[config.mk]
export PLATFORM = sky130hd
export DESIGN_NAME = authmask_regfile
export DESIGN_NICKNAME = d
export VERILOG_FILES = /design/src/rtl/authmask_regfile.sv
export SDC_FILE = /design/constraint.sdc
export NUM_CORES = 1
export LEC_CHECK = 0
export BUFFER_PORTS_ARGS = -buffer_cell sky130_fd_sc_hd__buf_4
export CAP_MARGIN = 15
export CORE_MARGIN = 8
export CORE_UTILIZATION = 30
export DETAILED_ROUTE_END_ITERATION = 8
export PLACE_DENSITY = 0.44
export SLEW_MARGIN = 10
export SYNTH_ARGS = -nofsm -noshare
export SYNTH_HDL_FRONTEND = slang
export SYNTH_SLANG_ARGS = --single-unit
[constraint.sdc]
create_clock -name clk -period 5.17 [get_ports clk]
set_input_delay 0.2585 -clock clk [delete_from_list [all_inputs] [get_ports clk]]
set_output_delay 0.2585 -clock clk [all_outputs]
set_load 0.02 [all_outputs]
[src/rtl/authmask_regfile.sv]
module authmask_regfile #(
  parameter int XLEN      = 64,
  parameter int NUM_W     = 10,
  parameter bit HAS_IMASK = 1'b1,
  parameter logic [NUM_W-1:0] DMASK_NUM = 10'h01D,
  parameter logic [NUM_W-1:0] IMASK_NUM = 10'h03D,
  parameter logic [NUM_W-1:0] UOVR_NUM  = 10'h09D,
  parameter logic [NUM_W-1:0] HOVR_NUM  = 10'h15D
) (
  input  logic             clk,
  input  logic             rst_n,
  input  logic             ovr_preset,
  input  logic             req_valid,
  input  logic             req_write,
  input  logic [NUM_W-1:0] req_num,
  input  logic [XLEN-1:0]  req_wdata,
  input  logic             priv_problem,
  input  logic             priv_hyp,
  output logic             rd_valid,
  output logic [XLEN-1:0]  rd_data,
  output logic             priv_fault
);

  logic [XLEN-1:0] dmask_q, imask_q, uovr_q, hovr_q;
  logic [XLEN-1:0] sel_val, ins_mask, merged;
  logic path_user, path_hyp, path_sup;
  logic hit_d, hit_i, hit_u, hit_h, allowed, do_wr;

  assign path_user = priv_problem;
  assign path_hyp  = !priv_problem && priv_hyp;
  assign path_sup  = !priv_problem && !priv_hyp;

  assign hit_d = (req_num == DMASK_NUM);
  assign hit_i = HAS_IMASK && (req_num == IMASK_NUM);
  assign hit_u = (req_num == UOVR_NUM);
  assign hit_h = (req_num == HOVR_NUM);

  assign allowed = hit_d || ((hit_i || hit_u) && !path_user) || (hit_h && path_hyp);
  assign do_wr   = req_valid && req_write && allowed;

  always_comb begin
    sel_val = '0;
    if (hit_d) sel_val = dmask_q;
    if (hit_i) sel_val = imask_q;
    if (hit_u) sel_val = uovr_q;
    if (hit_h) sel_val = hovr_q;
  end

  assign ins_mask = path_hyp ? {XLEN{1'b1}} : (path_user ? uovr_q : hovr_q);
  assign merged   = (req_wdata & ins_mask) | (sel_val & ~ins_mask);

  always_ff @(posedge clk) begin
    if (!rst_n) begin
      dmask_q <= '0;
      imask_q <= '0;
      uovr_q  <= '0;
      hovr_q  <= ovr_preset ? {XLEN{1'b1}} : '0;
    end else if (do_wr) begin
      if (hit_d) dmask_q <= merged;
      if (hit_i) imask_q <= merged;
      if (hit_u) uovr_q  <= merged;
      if (hit_h) hovr_q  <= merged;
    end
  end

  always_ff @(posedge clk) begin
    if (!rst_n) begin
      rd_valid   <= 1'b0;
      rd_data    <= '0;
      priv_fault <= 1'b0;
    end else begin
      rd_valid   <= req_valid && !req_write;
      rd_data    <= (req_valid && !req_write && allowed) ? sel_val : '0;
      priv_fault <= req_valid && !allowed;
    end
  end

  AST_FAULT_HOLDS: assert property (@(posedge clk) disable iff (!rst_n)
    $past(req_valid && !allowed) |-> ($stable(dmask_q) && $stable(imask_q) && $stable(uovr_q) && $stable(hovr_q)));
  AST_FAULT_FOLLOWS_REQ: assert property (@(posedge clk) disable iff (!rst_n)
    priv_fault |-> $past(req_valid));
  AST_USER_DMASK_MERGE: assert property (@(posedge clk) disable iff (!rst_n)
    $past(req_valid && req_write && priv_problem && hit_d) |-> (((dmask_q ^ $past(dmask_q)) & ~$past(uovr_q)) == '0));
  AST_SUP_DMASK_MERGE: assert property (@(posedge clk) disable iff (!rst_n)
    $past(req_valid && req_write && path_sup && hit_d) |-> (((dmask_q ^ $past(dmask_q)) & ~$past(hovr_q)) == '0));
  AST_HOVR_HYP_ONLY: assert property (@(posedge clk) disable iff (!rst_n)
    !$stable(hovr_q) |-> $past(req_valid && req_write && priv_hyp && !priv_problem));
  AST_USER_UOVR_LOCKED: assert property (@(posedge clk) disable iff (!rst_n)
    $past(req_valid && priv_problem && !hit_d) |-> ($stable(uovr_q) && $stable(imask_q)));
  AST_DENIED_READ_ZERO: assert property (@(posedge clk) disable iff (!rst_n)
    (rd_valid && priv_fault) |-> (rd_data == '0));
  AST_RD_FOLLOWS_READ: assert property (@(posedge clk) disable iff (!rst_n)
    rd_valid |-> $past(req_valid && !req_write));

endmodule

Word-level counts from Yosys, hierarchy flattened:

Index checks and enable logic that the tools add are counted.

* bitwise gates (word level): 4
* multiplexer cells: 10
* reductions and logical operators: 19
* equal/unequal tests: 6

Operators with widths (count)
* $mux W64: 10
* $and A64 B64 Y64: 2
* $not A64 Y64: 1
* $or A64 B64 Y64: 1
* $eq A10 B5 Y1 const B: 1
* $eq A10 B6 Y1 const B: 1
* $eq A10 B8 Y1 const B: 1
* $eq A10 B9 Y1 const B: 1
* $reduce_and A2 Y1: 5
* $logic_and A1 B1 Y1: 8
* $ne A2 B1 Y1 const B: 2
* $logic_not A1 Y1: 3
* $logic_or A1 B1 Y1: 3

* register bits: 322
* output and inout port bits: 66
* input port bits: 81

Depth between registers and ports, before layout:

Gate-level depths: netlist of run 1.

* depth after elaboration: 10
* mapped depth: 8
* mapped depth without buffers: 5

Least setup slack after synthesis of run 1:

No wires, ideal clock.

* path type: input -> register
* start: input req_num[1]
* end: register hovr_q[0] (enable)
* data required time: 4747 ps
* buffers on the path: 2
* setup slack: 1932 ps
* data arrival time: 2814 ps
* stages on the path: 6
* cell sequence: nor4bb_1 -> and3_1 -> clkbuf_1 -> buf_1 -> nand4_1 -> nand2_1

* cells in the longest elaborated chain, start to end: 8
* elaborated cells between the ends (all ways): 13

RTL lines
* start, declared: RTL line 15 `input logic [NUM_W-1:0] req_num,`
* $eq A10 B6 Y1 or $eq A10 B8 Y1 (tied branches): RTL line 34, 35
* $logic_or A1 B1 Y1: RTL line 38 `assign allowed = hit_d || ((hit_i || hit_u) && !path_user) || (hit_h && path_hyp);`
* $logic_and A1 B1 Y1: RTL line 38
* $logic_or A1 B1 Y1 (2 in series): RTL line 38
* $logic_and A1 B1 Y1: RTL line 39 `assign do_wr = req_valid && req_write && allowed;`
* $ne A2 B1 Y1 (no source line)
* $reduce_and A2 Y1 (no source line) (*)
* end signal, assigned: RTL line 57 `hovr_q <= ovr_preset ? {XLEN{1'b1}} : '0;`
* end signal, assigned: RTL line 62 `if (hit_h) hovr_q <= merged;`
* end, declared: RTL line 24 `logic [XLEN-1:0] dmask_q, imask_q, uovr_q, hovr_q;`

Every way passes the cells marked *; elsewhere a longest branch is shown, timed or not.
A chain may end at the register's enable or synchronous reset.

Final worst setup path of run 1:

* start: input req_num[5]
* end: register hovr_q[22], data pin

* cells in the longest elaborated chain, start to end: 10
* elaborated cells between the ends (all ways): 13

RTL lines
* $eq A10 B5 Y1: RTL line 33 `assign hit_d = (req_num == DMASK_NUM);`
* $mux W64: RTL line 43 `if (hit_d) sel_val = dmask_q;`
* $mux W64: RTL line 44 `if (hit_i) sel_val = imask_q;`
* $mux W64: RTL line 45 `if (hit_u) sel_val = uovr_q;`
* $mux W64 (*): RTL line 46 `if (hit_h) sel_val = hovr_q;`
* $and A64 B64 Y64 (*): RTL line 50 `assign merged = (req_wdata & ins_mask) | (sel_val & ~ins_mask);`
* $or A64 B64 Y64 (*): RTL line 50
* $mux W64 (*): RTL line 62
* $mux W64 (*): RTL line 58 `end else if (do_wr) begin`
* $mux W64 (*): RTL line 53 `if (!rst_n) begin`

Every way passes the cells marked *; elsewhere a longest branch is shown, timed or not. The select of a mux whose other input is x is not followed.

==> summary.txt, run 1 <==
status = finished, final reports clean
top cells by area, synth = dfxtp_1, edfxtp_1, o32ai_2
overall routed net length = 52.8 mm
clock skew = 0.0260 ns
via/cell ratio = 5.61
Syn Nets = 1686
remaining antenna violation count = 0
Vias = 12.9k
Synth Warn # = 0
Post-synth EDFFs = 64
post-synthesis mux area share = 0
Tcrit/Tclk final = 0.614
final number of setup-violating endpoints = 0
hpwl dp = 27.8 mm
CTS tree = yes
largest net degree at the start of global routing = 101
Seq cells post-synth = 322
average size of a mapped cell = 9.04 um^2
Final Util = 0.364
worst ir drop on vdd = 172 uV
initial antenna violation count = 1
wl on met1 = 24.8 mm
CP Class = input port to flip-flop
FILL cells = 4851
Initial DRC Count = 1040
Main synth FF type = dfxtp_1
Tot Pwr = 5.99 mW
height of the die = 236 um
core area = 47700 um^2
global route total overflow = 0
sequential-to-total area share from yosys stat = 0.489
Worst setup SP type = input port
worst skew pair latency = 0.56 ns
port bufs = 146
Post-Route Setup TNS = 0 ns
Post-Synth Adder-Cell Area = 0
met3 wire length = 2.96 mm
number of remaining DRC errors = 0
# IOs = 147
complex-gate fraction of the synthesized area = 0.340
Tightest Hold Check Type = input port to flip-flop
Final Hold Viols = 0
FF/Latch Area = 7090 um^2
Max-Cap Viols = 0
Pwr Density = 345 nW/um^2
dpl cell area = 16000 um^2
RSZ-0062 raised after global routing = false
CTS clk-pin slew, worst paths = 0.06 ns
post-synth top area cell = dfxtp_1
Max Slew Vio Count = 0
largest family of logic cells by synthesized area = compound AO/OA/AOI/OAI gates
Post-Synthesis Cells = 1605
most frequent cells after synthesis = dfxtp_1, nand2_1, a21oi_1
top sig layer = met4
diode count = 0
post_cts resized = 0
DR WL/cell = 22.9 um
Chip Width = 236 um
CTS root buffer = clkbuf_16
slew margin rel. = 0.250
final net count = 1745
1st-pass router iterations = 5
via count of the first global-routing pass = 12.9k
Rows = 80
critical path fanouts, max = 69
initial core utilization = 0.304
postcts setup bufs = 0
die area = 55600 um^2
P&R area growth vs syn = 19.9%
Post-Synth XOR/XNOR Area = 0
maximum root-to-sink buffer count = 3
multi-input logic area = 6500 um^2
Critical Path RT = 5.43 ns
clk sinks = 322
Synth async-reset ratio = 0
Hold-fix buffers, CTS = 1
Distinct cells, synth = 46
pin slew with the least headroom to its limit = 1.13 ns
Syn Std Cell Area = 14500 um^2
Yosys top cell area share = 0.356
met2 WL = 23.9 mm
RD Place Congestion = 0.744
Worst EP arrival = 3.43 ns
gr usage total = 0.183
first-pass GRT wire length = 80.2 mm
most common cell in the netlist = dfxtp_1
leakage power = 5.98 nW
share of post-route cells with drive strength above 1 = 0.192
post-layout min period = 3.17 ns
cell area after layout = 17400 um^2
Num CTS Buffers = 38
htree depth = 2
Max Clk Rate = 0.315 GHz
Synth Area in Simple Gates = 0.102
crit path capture type = flip-flop
==> path summary, 6_finish.rpt <==
check / slack [ns] / start / end / cells after the start
min reg2reg: 0.45 / imask_q[20] / imask_q[20] / 2
max: 2.00 / req_num[5] / hovr_q[22] / 7
min: 0.04 / req_valid / priv_fault / 3
max reg2reg: 3.53 / hovr_q[13] / hovr_q[13] / 5
==> cell type report <==
cell class,instances,share of cell area
clock inverters,12,0.0110
flip-flops and latches,322,0.408
well taps,615,0.0443
clock buffers,57,0.0658
repair buffers,170,0.0757
multi-input cells,1031,0.374
inverters,101,0.0218
==> sequential cells by signal, summed over array words and instances, names as in the netlist <==
register and count:
imask_q 64, dmask_q 64, priv_fault 1, rd_data 64, hovr_q 64, uovr_q 64
rd_valid 1
==> metal layers <==
layer  vias to the layer above  track usage
li1                       6025            -
met1                      6383        0.254
met4                         0       0.0595
met3                        85       0.0265
met5                         -            0
met2                       448        0.287
==> per-stage QoR <==
stage | hold WS (ns) | worst slack (ns) | std cells
6_report | 0.0401 | 2.00 | 2308
5_1_grt | 0.0438 | 1.86 | 2308
4_1_cts | 0.0000809 | 2.01 | 2308
3_5_place_dp | 0.441 | 1.43 | 2238
3_3_place_gp | 0.433 | 1.48 | 2238
2_1_floorplan | 0.343 | 1.93 | 1605
==> cells in the final DEF (no fill, tap or decap), types with 3 or more instances in the layout <==
cell type,Yosys,final
clkinv_2,0,5
inv_1,101,100
o221a_2,23,23
buf_12,0,3
o32ai_2,50,50
o2bb2ai_1,41,41
clkbuf_8,0,10
nor2_1,108,107
o22ai_1,63,63
a22oi_1,63,63
dfxtp_1,258,258
nand2_1,134,132
a21oi_1,128,128
o21ai_0,117,117
o32ai_1,14,14
clkbuf_16,0,39
o21ai_1,100,100
edfxtp_1,64,64
o21a_1,40,40
nand4_1,3,3
clkbuf_1,117,8
buf_4,1,166
nand3b_1,51,51
a31oi_1,62,62
bufinv_16,0,5
==> cells by family after synthesis <==
family | Yosys count
and+or+nand+nor | 320
buffers and inverters | 252
AOI/OAI and AO/OA | 711
DFF | 322
==> worst max-delay path, stage by stage <==
cell	delay (ns)
buf_4	0.74
or2_2	0.77
or3_4	0.68
buf_4	0.35
o32ai_2	0.12
a31oi_1	0.34
a21oi_1	0.12
==> power breakdown <==
group | switching, mW | leakage, nW | internal [mW] | total, mW
Clock | 1.11 | 0.657 | 1.78 | 2.89
Combinational | 0.308 | 2.61 | 0.164 | 0.472
Sequential | 0.0265 | 2.71 | 2.61 | 2.63
Total | 1.44 | 5.98 | 4.55 | 5.99
(Power assumes the default switching activity.)
==> run 2: changes to the inputs <==
- ABC_AREA: not set -> 1
- PLACE_DENSITY: 0.44 -> 0.45
- clock period: 5.17 -> 2.9 ns (I/O delays scaled with it)
==> summary.txt, run 2 <==
post-synth top area cell = dfxtp_1
sequential-to-total area share from yosys stat = 0.420 (-0.0689)
maximum root-to-sink buffer count = 3 (unchanged)
most common cell in the netlist = nand2_1
CTS root buffer = clkbuf_16
Worst setup SP type = input port
gr usage total = 0.194 (+0.0118)
Critical Path RT = 3.34 ns (-2.09 ns)
Pwr Density = 504 nW/um^2 (+46%)
via count of the first global-routing pass = 16.9k (+31%)
Synth Warn # = 0 (unchanged)
CTS clk-pin slew, worst paths = 0.06 ns (about the same)
Worst EP arrival = 2.27 ns (-1.16 ns)
fin worst setup slack = 1.07 ns (-0.925 ns)
Final Hold Viols = 0 (unchanged)
# IOs = 147 (unchanged)
share of post-route cells with drive strength above 1 = 0.103 (-0.0888)
Vias = 17.2k (+33%)
height of the die = 253 um (+7.4%)
remaining antenna violation count = 0 (unchanged)
FILL cells = 5882 (+21%)
pin slew with the least headroom to its limit = 1.09 ns (-0.0316 ns)
top cells by area, synth = dfxtp_1, nand2_1, nand4_1
P&R area growth vs syn = 22.5%
CTS tree = yes
global route total overflow = 0 (unchanged)
RD Place Congestion = 0.757 (+1.7%)
largest net degree at the start of global routing = 194 (+92%)
Tightest Hold Check Type = input port to flip-flop
Seq cells post-synth = 322 (unchanged)
most frequent cells after synthesis = nand2_1, nor2_1, nand4_1
CP Class = input port to flip-flop
die area = 64100 um^2 (+15%)
Flop pwr share = 0.449 (+0.009)
average size of a mapped cell = 6.67 um^2 (-26%)
Post-Route Setup TNS = 0 ns (unchanged)
post-layout min period = 1.83 ns
Max Slew Vio Count = 0 (unchanged)
Rows = 87 (+8.8%)
worst ir drop on vdd = 353 uV (+100%)
proportion of power drawn by combinational gates = 0.076 (-0.003)
NetSw = 2.59 mW (+80%)
status = finished, final reports clean
Max-Cap Viols = 0 (unchanged)
hpwl dp = 35.0 mm (+26%)
commonest non-fill, non-tap cell in the layout = nand2_1
Post-Synthesis Cells = 2531 (+58%)
leakage power = 9.41 nW (+57%)
first-pass GRT wire length = 98.5 mm (+23%)
Num CTS Buffers = 41 (+7.9%)
clk sinks = 322 (unchanged)
postcts setup bufs = 0 (unchanged)
Place WS = 0.634 ns (-0.794 ns)
Max Clk Rate = 0.547 GHz
Yosys top cell area share = 0.306 (-0.0502)
CP cell instances = buf_4, inv_1, nand2_1, nor2_4, buf_12, nand4_1, nand4_1, nand2_1, nand2_1, nand2_1, nand2_1
Post-synth EDFFs = 64 (unchanged)
CP bufs+invs = 3 (+1)
overall routed net length = 63.2 mm (+20%)
Syn Nets = 2612 (+55%)
Clk pwr share = 0.475 (-0.007)
via/cell ratio = 5.02 (-10%)
1st-pass router iterations = 5 (unchanged)
DR WL/cell = 18.4 um (-19%)
Main synth FF type = dfxtp_1
diode count = 0 (unchanged)
RSZ-0062 raised after global routing = false
number of remaining DRC errors = 0 (unchanged)
Top delay family on crit path = simple AND/OR/NAND/NOR gates
CP max stage delay = 0.55 ns (-0.22 ns)
Internal = 7.83 mW (+72%)
final net count = 2724 (+56%)
Syn Std Cell Area = 16900 um^2 (+16%)
final number of setup-violating endpoints = 0 (unchanged)
Top cell by count, worst path = nand2_1
Synth async-reset ratio = 0 (unchanged)
Tcrit/Tclk final = 0.630
htree depth = 2 (unchanged)
port bufs = 146 (unchanged)
worst skew pair latency = 0.57 ns (about the same)
Tot Pwr = 10.4 mW (+74%)
critical path fanouts, max = 188 (+170%)
Switching Fraction = 0.249 (+0.00833)
slew margin rel. = 0.271 (+0.0211)
Initial DRC Count = 1404 (+35%)
core area = 56100 um^2 (+17%)
CP max stage cell = buf_12
initial core utilization = 0.301 (-0.00257)
crit path capture type = flip-flop
Distinct cells, synth = 24 (-48%)
initial antenna violation count = 0 (-1)
most frequent cells in the layout = nand2_1, nor2_1, nand4_1, inv_1, dfxtp_1
Chip Width = 253 um (+7.4%)
clock skew = 0.0175 ns (-0.00852 ns)
## run 2: changes by cell type after synthesis, sizes merged, moves of 41 or more
cell     before  now
a21oi       130   35
a22oi        63    0
a31oi        64    0
buf          34   88
inv         101  300
nand2       134  729
nand3         3  104
nand3b       51    0
nand4         3  320
nor2        108  425
o21ai       217    1
o2bb2ai      41    0
o32ai        64    0
## run 2: logic make-up after synthesis
family	Yosys count	share of synthesized area
AOI/OAI and AO/OA	135	0.0500
buffers and inverters	493	0.121
DFF	322	0.420
and+or+nand+nor	1581	0.410
## run 2: final cells by class
class,count,area (um^2),area share
multi-input combinational,1716,7840,0.379
sequential,322,7090,0.343
timing repair buffer,261,2390,0.116
clock buffer,67,1250,0.0602
inverter,301,1130,0.0549
tap,756,946,0.0457
clock inverter,8,40.0,0.00194
## run 2: metrics by stage
stage / hold slack (ns) / cell area, um^2 / std cells / utilization
after global placement: 0.455 / 18700 / 3289 / 0.334
after CTS: 0.184 / 20700 / 3431 / 0.369
after global routing: 0.230 / 20700 / 3431 / 0.369
after floorplan: 0.235 / 16900 / 2531 / -
final: 0.214 / 20700 / 3431 / 0.369
after detailed placement: 0.443 / 18700 / 3289 / 0.334
## run 2: power groups by stage
stage          sequential, mW  combinational [mW]  clock [mW]
2_1_floorplan            4.77               0.386           0
3_3_place_gp             4.77               0.717           0
3_5_place_dp             4.78               0.718           0
4_1_cts                  4.68               0.793        5.11
5_1_grt                  4.69               0.856        5.28
6_report                 4.68               0.790        4.95
## run 2: metal layers
| metal | GRT usage | wire (um) | vias up |
|---|---|---|---|
| li1 | - | - | 8461 |
| met1 | 0.257 | 28600 | 8009 |
| met2 | 0.322 | 28900 | 641 |
| met3 | 0.0254 | 4000 | 117 |
| met4 | 0.0697 | 1750 | 0 |
| met5 | 0 | 0 | - |
## run 2: what timing repair did
action	4_1_cts	5_1_grt
endpoints found under the hold margin	187	0
hold buffers	67	0
gates resized for setup	0	0
## run 2: final timing paths
kind / start / end / slack (ns) / cells past startpoint
worst max-delay path: req_num[1] / hovr_q[6] / 1.07 / 11
worst min-delay path: rst_n / rd_data[51] / 0.21 / 5
worst max register to register: hovr_q[14] / hovr_q[14] / 1.64 / 6
worst min register to register: imask_q[28] / imask_q[28] / 0.52 / 4
## run 2: worst reg2reg max path, delay by kind of cell (launching register included)
family        cells  cell delay [ns]
flops             1             0.41
simple gates      6             0.59
==> run 3: changes to the inputs <==
- ABC_AREA: 1 -> 0
- PLACE_DENSITY: 0.45 -> 0.44
- clock period: 2.9 -> 1.87 ns (I/O delays scaled with it)
==> summary.txt, run 3 (synthesis gave the netlist of run 1 again) <==
share of post-route cells with drive strength above 1 = 0.257 (+0.154)
Post-Route Setup TNS = 0 ns (unchanged)
worst hold start = req_num[4]
commonest non-fill, non-tap cell in the layout = buf_4
Flop pwr share = 0.439 (-0.010)
overall routed net length = 52.4 mm (-17%)
final net count = 1910 (-30%)
Vias = 13.4k (-22%)
via count of the first global-routing pass = 14.0k (-17%)
Worst setup SP type = flip-flop
CP Class = flip-flop to flip-flop
htree depth = 2 (unchanged)
1st-pass router iterations = 5 (unchanged)
Final Hold Viols = 0 (unchanged)
DR WL/cell = 21.2 um (+15%)
crit path capture type = flip-flop
CTS tree = yes
Chip Width = 236 um (-6.9%)
post_cts resized = 0 (unchanged)
RSZ-0062 raised after global routing = false
leakage power = 6.86 nW (-27%)
Num CTS Buffers = 41 (unchanged)
remaining antenna violation count = 0 (unchanged)
height of the die = 236 um (-6.9%)
status = finished, final reports clean
clock skew = 0.0129 ns (-0.00463 ns)
pin slew with the least headroom to its limit = 0.877 ns (-0.217 ns)
post-layout min period = 1.60 ns
Tightest Hold Check Type = input port to flip-flop
Crit. Startpoint = hovr_q[13]
via/cell ratio = 5.41 (+7.7%)
worst skew pair latency = 0.55 ns (-0.02 ns)
Rows = 80 (-8.0%)
hpwl dp = 33.2 mm (-5.3%)
initial antenna violation count = 0 (unchanged)
Tcrit/Tclk final = 0.853
Pwr Density = 874 nW/um^2 (+74%)
Final Util = 0.398 (+0.0286)
Internal = 12.5 mW (+60%)
clk sinks = 322 (unchanged)
CTS root buffer = clkbuf_16
Max Clk Rate = 0.627 GHz
port bufs = 146 (unchanged)
final number of setup-violating endpoints = 0 (unchanged)
Worst EP arrival = 2.08 ns (-0.19 ns)
global route total overflow = 0 (unchanged)
CTS clk-pin slew, worst paths = 0.06 ns (about the same)
postcts setup bufs = 0 (unchanged)
largest net degree at the start of global routing = 75 (-61%)
Clk pwr share = 0.466 (-0.009)
P&R area growth vs syn = 30.9%
Max Slew Vio Count = 0 (unchanged)
proportion of power drawn by combinational gates = 0.095 (+0.019)
maximum root-to-sink buffer count = 3 (unchanged)
slew margin rel. = 0.416 (+0.145)
Critical Path RT = 2.35 ns (-0.99 ns)
critical path fanouts, max = 3 (-98%)
core area = 47700 um^2 (-15%)
gr usage total = 0.184 (-0.00994)
RD Place Congestion = 0.769 (+1.6%)
worst ir drop on vdd = 529 uV (+50%)
Initial DRC Count = 881 (-37%)
most frequent cells in the layout = buf_4, dfxtp_1, nand2_1, a21oi_1, o21ai_0
diode count = 0 (unchanged)
Max-Cap Viols = 0 (unchanged)
NetSw = 4.07 mW (+57%)
die area = 55600 um^2 (-13%)
# IOs = 147 (unchanged)
initial core utilization = 0.304 (+0.00257)
Switching Fraction = 0.245 (-0.00357)
origin of the critical flop-to-flop path = hovr_q[13]
number of remaining DRC errors = 0 (unchanged)
first-pass GRT wire length = 82.5 mm (-16%)
-- run 3: metal layers --
layer / up-vias / GRT usage / wire, um
met4: 0 / 0.0607 / 1330
met1: 6586 / 0.247 / 24700
met3: 78 / 0.0326 / 2560
met5: - / 0 / 0
li1: 6387 / - / -
met2: 340 / 0.298 / 23800
-- run 3: path summary, 6_finish.rpt --
| check | endpoint | slack, ns | cells after the start |
|---|---|---|---|
| max | imask_q[13] | 0.27 | 6 |
| min | rd_data[13] | 0.04 | 4 |
| max reg2reg | imask_q[13] | 0.27 | 6 |
| min reg2reg | imask_q[21] | 0.45 | 2 |
-- run 3: timing repair --
| action | CTS | global route |
|---|---|---|
| endpoints found under the setup margin | 0 | 0 |
| hold buffers | 7 | 0 |
| hold endpoints to repair | 6 | 0 |
-- run 3: cell type report --
class | instances | area, um^2
Clock buffer | 64 | 1220
Clock inverter | 12 | 85.1
Fill cell | 4739 | 28800
Inverter | 101 | 379
Multi-Input combinational cell | 1031 | 6490
Sequential cell | 322 | 7090
Tap cell | 615 | 769
Timing Repair Buffer | 332 | 2950
-- run 3: critical path: stages, from the launching register on --
cell,delay [ns]
edfxtp_1,0.41
or3_1,0.37
o21ai_0,0.11
o2111ai_1,0.15
o311a_1,0.17
buf_4,0.15
o21ai_0,0.16
-- run 3: power groups by stage --
stage          clock network [mW]  registers (mW)  logic (mW)
6_report                     7.74            7.29        1.58
5_1_grt                      8.20            7.30        1.71
4_1_cts                      7.97            7.28        1.58
3_5_place_dp                    0            7.43        1.56
3_3_place_gp                    0            7.43        1.54
2_1_floorplan                   0            7.42       0.803
-- run 3: through the flow --
step | hold WS, ns | instances | setup WS [ns] | total power, mW | instance area [um^2]
floorplan | 0.178 | 1605 | 0.0249 | 8.22 | 14500
global placement | 0.362 | 2394 | -0.0698 | 8.97 | 17600
detailed placement | 0.361 | 2394 | -0.150 | 8.99 | 17600
CTS | 0.000672 | 2477 | 0.282 | 16.8 | 19000
global route | 0.0537 | 2477 | 0.123 | 17.2 | 19000
finish | 0.0441 | 2477 | 0.274 | 16.6 | 19000
